File: config.mk
export PLATFORM = sky130hd
export DESIGN_NAME = e1_frame_align
export DESIGN_NICKNAME = d
export VERILOG_FILES = /design/src/rtl/e1fa_pkg.sv /design/src/rtl/e1fa_fas_window.sv /design/src/rtl/e1fa_pos_cnt.sv /design/src/rtl/e1fa_run_cnt.sv /design/src/rtl/e1_frame_align.sv
export SDC_FILE = /design/constraint.sdc
export NUM_CORES = 1
export LEC_CHECK = 0
export BUFFER_PORTS_ARGS = -buffer_cell sky130_fd_sc_hd__buf_2
export CAP_MARGIN = 20
export CORE_AREA = 2 2 57 59
export DETAILED_ROUTE_END_ITERATION = 16
export DIE_AREA = 0 0 59 61
export PLACE_DENSITY = 0.58
export SYNTH_ARGS = -nofsm -noshare
export SYNTH_HDL_FRONTEND = slang
export SYNTH_SLANG_ARGS = --single-unit
File: constraint.sdc
create_clock -name clk -period 3.6 [get_ports clk]
set_clock_uncertainty 0.1 [all_clocks]
set_input_delay 0 -clock clk [delete_from_list [all_inputs] [get_ports clk]]
set_output_delay 0 -clock clk [all_outputs]
set_load 0.02 [all_outputs]
File: src/rtl/e1fa_pkg.sv
package e1fa_pkg;

   localparam int FAS_LEN = 7;
   localparam logic [FAS_LEN-1:0] FAS_DEFAULT = 7'b0011011;

   typedef enum logic [1:0] {
      ST_HUNT     = 2'd0,
      ST_CHK_NFAS = 2'd1,
      ST_CHK_FAS  = 2'd2,
      ST_LOCKED   = 2'd3
   } e1fa_state_t;

endpackage

File: src/rtl/e1fa_fas_window.sv
module e1fa_fas_window #(
   parameter int LEN = 7,
   parameter logic [LEN-1:0] PATTERN = 7'b0011011
) (
   input  logic clk,
   input  logic rst_n,
   input  logic din,
   output logic hit,
   output logic lead_bit
);

   logic [LEN-1:0] win;

   generate
      if (LEN < 2) begin : g_bad_len
         $error("e1fa_fas_window: LEN must be at least 2");
      end
      else begin : g_shift
         logic [LEN-2:0] hist;
         always_ff @(posedge clk) begin
            if (!rst_n) hist <= '1;
            else        hist <= {hist[LEN-3 >= 0 ? LEN-3 : 0:0], din};
         end
         assign win = {hist, din};
      end
   endgenerate

   assign hit      = (win == PATTERN);
   assign lead_bit = win[LEN-1];

endmodule

File: src/rtl/e1fa_pos_cnt.sv
module e1fa_pos_cnt #(
   parameter int FRAME_BITS = 256,
   parameter int TS_BITS    = 8
) (
   input  logic                          clk,
   input  logic                          rst_n,
   input  logic                          load,
   input  logic [$clog2(FRAME_BITS)-1:0] load_val,
   output logic [$clog2(FRAME_BITS)-1:0] pos,
   output logic                          ts0_end,
   output logic                          frm_head
);

   localparam int PW = $clog2(FRAME_BITS);
   localparam logic [PW-1:0] LAST = PW'(FRAME_BITS - 1);
   localparam logic [PW-1:0] TS0_LAST = PW'(TS_BITS - 1);

   logic [PW-1:0] pos_inc;

   generate
      if ((1 << PW) == FRAME_BITS) begin : g_pow2_wrap
         assign pos_inc = pos + 1'b1;
      end
      else begin : g_cmp_wrap
         assign pos_inc = (pos == LAST) ? '0 : pos + 1'b1;
      end
   endgenerate

   always_ff @(posedge clk) begin
      if (!rst_n)    pos <= '0;
      else if (load) pos <= load_val;
      else           pos <= pos_inc;
   end

   assign ts0_end  = (pos == TS0_LAST);
   assign frm_head = (pos == '0);


   wrap_zero_chk: assert property (@(posedge clk) disable iff (!rst_n)
      ($past(pos) == LAST && !$past(load)) |-> pos == '0);

endmodule

File: src/rtl/e1fa_run_cnt.sv
module e1fa_run_cnt #(
   parameter int LIMIT = 3
) (
   input  logic clk,
   input  logic rst_n,
   input  logic clear,
   input  logic valid,
   input  logic bad,
   output logic trip
);

   localparam int CW = $clog2(LIMIT + 1);
   localparam logic [CW-1:0] TOP = CW'(LIMIT - 1);

   logic [CW-1:0] cnt;

   generate
      if (LIMIT < 1) begin : g_bad_limit
         $error("e1fa_run_cnt: LIMIT must be positive");
      end
   endgenerate

   assign trip = valid && bad && !clear && (cnt == TOP);

   always_ff @(posedge clk) begin
      if (!rst_n)             cnt <= '0;
      else if (clear || trip) cnt <= '0;
      else if (valid)         cnt <= bad ? cnt + 1'b1 : '0;
   end


   run_bound_chk: assert property (@(posedge clk) disable iff (!rst_n)
      cnt <= TOP);


   run_reset_chk: assert property (@(posedge clk) disable iff (!rst_n)
      (valid && !bad && !clear) |=> cnt == '0);

endmodule

File: src/rtl/e1_frame_align.sv
module e1_frame_align #(
   parameter int FRAME_BITS    = 256,
   parameter int TS_BITS       = 8,
   parameter int LOSS_LIMIT    = 3,
   parameter bit ALT_RESYNC_EN = 1'b1,
   parameter logic [e1fa_pkg::FAS_LEN-1:0] FAS_WORD = e1fa_pkg::FAS_DEFAULT
) (
   input  logic clk,
   input  logic rst_n,
   input  logic rx_bit,
   input  logic alt_resync,
   output logic in_sync,
   output logic lof_pulse,
   output logic frame_start,
   output logic [$clog2(TS_BITS)-1:0] bit_cnt,
   output logic [$clog2(FRAME_BITS)-$clog2(TS_BITS)-1:0] ts_cnt
);

   import e1fa_pkg::*;

   localparam int PW = $clog2(FRAME_BITS);
   localparam int BW = $clog2(TS_BITS);
   localparam logic [PW-1:0] AFTER_TS0 = PW'(TS_BITS % FRAME_BITS);

   generate
      if ((1 << BW) != TS_BITS) begin : g_bad_ts
         $error("e1_frame_align: TS_BITS must be a power of two");
      end
      if (FRAME_BITS % TS_BITS != 0 || FRAME_BITS < 2 * TS_BITS) begin : g_bad_frame
         $error("e1_frame_align: FRAME_BITS must hold several whole slots");
      end
      if (TS_BITS < FAS_LEN) begin : g_bad_word
         $error("e1_frame_align: slot shorter than alignment word");
      end
   endgenerate

   e1fa_state_t   state, state_n;
   logic          fas_exp, fas_exp_n;
   logic          lof_n;
   logic          load;
   logic          fas_hit, lead_bit;
   logic [PW-1:0] pos;
   logic          ts0_end, frm_head;
   logic          locked;
   logic          fas_trip, nf_trip;

   e1fa_fas_window #(.LEN(FAS_LEN), .PATTERN(FAS_WORD)) u_window (
      .clk      (clk),
      .rst_n    (rst_n),
      .din      (rx_bit),
      .hit      (fas_hit),
      .lead_bit (lead_bit)
   );

   e1fa_pos_cnt #(.FRAME_BITS(FRAME_BITS), .TS_BITS(TS_BITS)) u_pos (
      .clk      (clk),
      .rst_n    (rst_n),
      .load     (load),
      .load_val (AFTER_TS0),
      .pos      (pos),
      .ts0_end  (ts0_end),
      .frm_head (frm_head)
   );

   assign locked = (state == ST_LOCKED);

   e1fa_run_cnt #(.LIMIT(LOSS_LIMIT)) u_fas_err (
      .clk   (clk),
      .rst_n (rst_n),
      .clear (!locked),
      .valid (locked && ts0_end && fas_exp),
      .bad   (!fas_hit),
      .trip  (fas_trip)
   );

   generate
      if (ALT_RESYNC_EN) begin : g_alt
         e1fa_run_cnt #(.LIMIT(LOSS_LIMIT)) u_nf_err (
            .clk   (clk),
            .rst_n (rst_n),
            .clear (!locked || !alt_resync),
            .valid (locked && ts0_end && !fas_exp),
            .bad   (!lead_bit),
            .trip  (nf_trip)
         );
      end
      else begin : g_no_alt
         logic unused_alt;
         assign unused_alt = alt_resync;
         assign nf_trip    = 1'b0;
      end
   endgenerate

   always_comb begin
      state_n   = state;
      fas_exp_n = fas_exp;
      lof_n     = 1'b0;
      load      = 1'b0;
      case (state)
         ST_HUNT: begin
            if (fas_hit) begin
               load    = 1'b1;
               state_n = ST_CHK_NFAS;
            end
         end
         ST_CHK_NFAS: begin
            if (ts0_end) state_n = (!fas_hit && lead_bit) ? ST_CHK_FAS : ST_HUNT;
         end
         ST_CHK_FAS: begin
            if (ts0_end) begin
               if (fas_hit) begin
                  state_n   = ST_LOCKED;
                  fas_exp_n = 1'b0;
               end
               else begin
                  state_n = ST_HUNT;
               end
            end
         end
         ST_LOCKED: begin
            if (ts0_end) begin
               fas_exp_n = !fas_exp;
               if (fas_trip || nf_trip) begin
                  state_n = ST_HUNT;
                  lof_n   = 1'b1;
               end
            end
         end
         default: state_n = ST_HUNT;
      endcase
   end

   always_ff @(posedge clk) begin
      if (!rst_n) begin
         state     <= ST_HUNT;
         fas_exp   <= 1'b0;
         lof_pulse <= 1'b0;
      end
      else begin
         state     <= state_n;
         fas_exp   <= fas_exp_n;
         lof_pulse <= lof_n;
      end
   end

   assign in_sync     = locked;
   assign frame_start = locked && frm_head;
   assign bit_cnt     = pos[BW-1:0];
   assign ts_cnt      = pos[PW-1:BW];


   sync_entry_chk: assert property (@(posedge clk) disable iff (!rst_n)
      $rose(in_sync) |-> ($past(state) == ST_CHK_FAS && $past(fas_hit)));


   lof_single_chk: assert property (@(posedge clk) disable iff (!rst_n)
      lof_pulse |=> !lof_pulse);


   lof_drop_chk: assert property (@(posedge clk) disable iff (!rst_n)
      lof_pulse |-> (!in_sync && $past(in_sync)));


   alt_off_chk: assert property (@(posedge clk) disable iff (!rst_n)
      (lof_pulse && !$past(alt_resync)) |-> $past(!fas_hit));


   strobe_lock_chk: assert property (@(posedge clk) disable iff (!rst_n)
      frame_start |-> (in_sync && $past(in_sync)));

endmodule

==> flow_summary.yaml <==
route:
  drt-initial-drc-count: 29
  post_drt_wl_per_cell_um: 11.34
  drt-total-wl_um: 1826
  routed_via_density: 5.087
  firstDrtPassIters: 4
  vias: 819
  antenna_left: 0
  drt_drc_violations_left: 0
worst_setup_path:
  reg2reg_slack_ps: 1400
  cp-start-kind: "register"
  worstSetupEndpointType: "register"
  worst-path-max-fanout: 4
  reg2reg_from: "u_pos.pos[5]$_SDFF_PP0_"
  worstPathArrival_ps: 2340
  crit_type: "register to register"
  crit_start: "u_pos.pos[5]$_SDFF_PP0_"
  cp.required_ps: 3740
synthesis:
  synth_fa_ha_area_share_pct: 5.051
  ys_seq_area_share_pct: 44.44
  syn_avg_cell_area_um2: 9.009
  yosysTopAreaCell: "dfxtp_1"
  synth-compound-area-share_pct: 12.50
  synthTopCellsByArea: "dfxtp_1 (44%), ha_1 (5.1%), nand2b_1 (4.4%)"
  synthXorXnorAreaFrac_pct: 5.303
  synthMuxAreaShare_pct: 0
  netlist_instances: 110
  ys_ff_latch: 22
  syn_area_um2: 991.0
  yosysUniqueCellTypes: 33
  synth_warnings: 0
  synthesis.nets: 118
  synth_top_area_share_pct: 44.44
  synth_top_family_by_area: "simple AND/OR/NAND/NOR gates"
  yosys.area_share.simple_pct: 28.16
finish:
  layout.cells.non_filler: 161
  n_fill_cell: 310
  nets: 138
  antenna_cells: 0
  area_growth_pct: 16.41
  regArea_um2: 440.4
  drive_gt1_share_pct: 16.41
  multi_input_area_um2: 505.5
global_route:
  antenna_found_initial: 0
  grt-ovfl-total: 0
  grt_usage_pct: 11.18
  grt_pass1_wl_um: 3056
  grt_max_degree: 13
  grt_pass1_vias: 703
placement:
  place_hpwl_um: 1426
  io_buffers: 14
  gp_congestion: 0.8006
  place_inst: 154
  pre_cts_ws_ps: 1426
die:
  rows: 20
  initial_core_util_pct: 33.56
  die_w_um: 59
  core_area_um2: 2953
  fp.dieH_um: 61
  io_pins: 15
  die_area_um2: 3599
power:
  power.density_nw_per_um2: 330.3
  p_leak_nw: 0.4495
  vdd_ir_drop_max_v: 0.0001787
  finalPower_uw: 381.1
timing:
  maxSlewViolCount: 0
  finalHoldViolations: 0
  fmax_ghz: 0.4543
  worst_slew_pin_slew_ps: 748.9
  rsz0062_at_grt: "false"
  setup_violations: 0
  fin_crit_ps: 2201
  fin_crit_sh_pct: 61.15
  relSlewSlack_pct: 49.65
  setup_tns_ps: 0
  setup_ws_ps: 1399
cts:
  cts-root-buf: "clkbuf_4"
  post_cts_buffers: 0
  clock_path_buffers: 2
  htreeDepth: 1
  cts_tree: "done"
  cts_buffers: 3
  cts_resized: 0
  clock-sinks: 22
  hold_buffers: 4
  clk_pin_slew_ps: 120
  clock_latency_ps: 300
worst_hold_path:
  hold_path_class: "register to register"
  min-delay-start: "u_window.g_shift.hist[0]$_SDFF_PN1_"
run:
  maxCapViolations: 0
outcome:
  status: "complete, no violations"
## synthesized netlist by cell type
library cell   n
xor2_1         4
o211ai_1       1
nor3_1         1
or4_1          3
nor4bb_1       2
o31ai_1        1
nand2b_1       7
and3_2         1
and2_1         1
a211oi_1       1
dfxtp_1       22
o311a_1        1
a311oi_1       1
or4_4          2
or2_2          1
nand3b_1       1
inv_1          9
a21oi_1        5
or3_1          2
nor2_1         7
a21boi_0       1
o21a_1         2
and3_1         2
o21ai_0        1
clkbuf_1       3
a31oi_1        3
and3b_1        1
nor4_1         3
nand2_1        9
o2111a_1       1
xnor2_1        2
ha_1           4
nand3_1        5
## final cells by class
type	instances	area share, %
multi-input combinational	76	43.82
tap	33	3.579
sequential	22	38.18
clock buffer	3	1.952
inverter	9	2.928
timing repair buffer	18	9.544
## placed cells by master (no fill, tap or decap), drive strengths merged, types with 2 or more instances in the layout
cell,instances
nor2,7
xnor2,2
dlygate4sd3,4
nand2b,7
or3,2
or4,5
o21a,2
xor2,4
ha,4
nor4bb,2
dfxtp,22
buf,14
a31oi,3
nand3,5
clkbuf,3
a21oi,5
nor4,3
and3,3
nand2,9
inv,9
## worst max-delay path, cell delays in order (launching register included)
cell	delay, ps
dfxtp_1	350
or4_4	560
or4_4	510
or4_1	480
a21oi_1	150
## registers in the layout (all words and copies together), names as in the netlist
register,count
u_pos.pos,8
u_fas_err.cnt,2
fas_exp,1
g_alt.u_nf_err.cnt,2
lof_pulse,1
u_window.g_shift.hist,6
state,2
## power breakdown
group / switching (mW) / total [mW] / internal, mW
clock network: 0.0658 / 0.105 / 0.0389
registers: 0.00410 / 0.252 / 0.248
logic: 0.0129 / 0.0243 / 0.0114
total: 0.0828 / 0.381 / 0.298
## logic make-up after synthesis
group,after synthesis
compound gates,18
xor+xnor,6
fa+ha+maj,4
buf+inv,12
flops,22
simple gates,48
## per-layer routing
| metal | vias up | global-route usage (%) | wire (um) |
|---|---|---|---|
| met2 | 12 | 17.62 | 840 |
| met3 | 2 | 3.838 | 59 |
| met5 | - | 0 | 0 |
| li1 | 422 | - | - |
| met4 | 0 | 2.922 | 12 |
| met1 | 383 | 14.69 | 912 |
## path summary, 6_finish.rpt
| kind | end | depth (start not counted) |
|---|---|---|
| setup / recovery | u_fas_err.cnt[1]$_SDFFE_PP0N_ | 4 |
| hold / removal | u_window.g_shift.hist[1]$_SDFF_PN1_ | 1 |
| setup reg to reg | u_fas_err.cnt[1]$_SDFFE_PP0N_ | 4 |
| hold reg to reg | u_window.g_shift.hist[1]$_SDFF_PN1_ | 1 |
## metrics by stage
stage                     utilization [%]  instance area, um^2  hold WS (ps)
final                               39.07                 1154         346.4
after global routing                39.07                 1154         375.8
after CTS                           39.07                 1154         351.3
after detailed placement            36.95                 1091         108.3
after global placement              36.95                 1091         100.6
after floorplan                         -                991.0        -26.96
No activity file was read; power rests on OpenSTA's default activity.
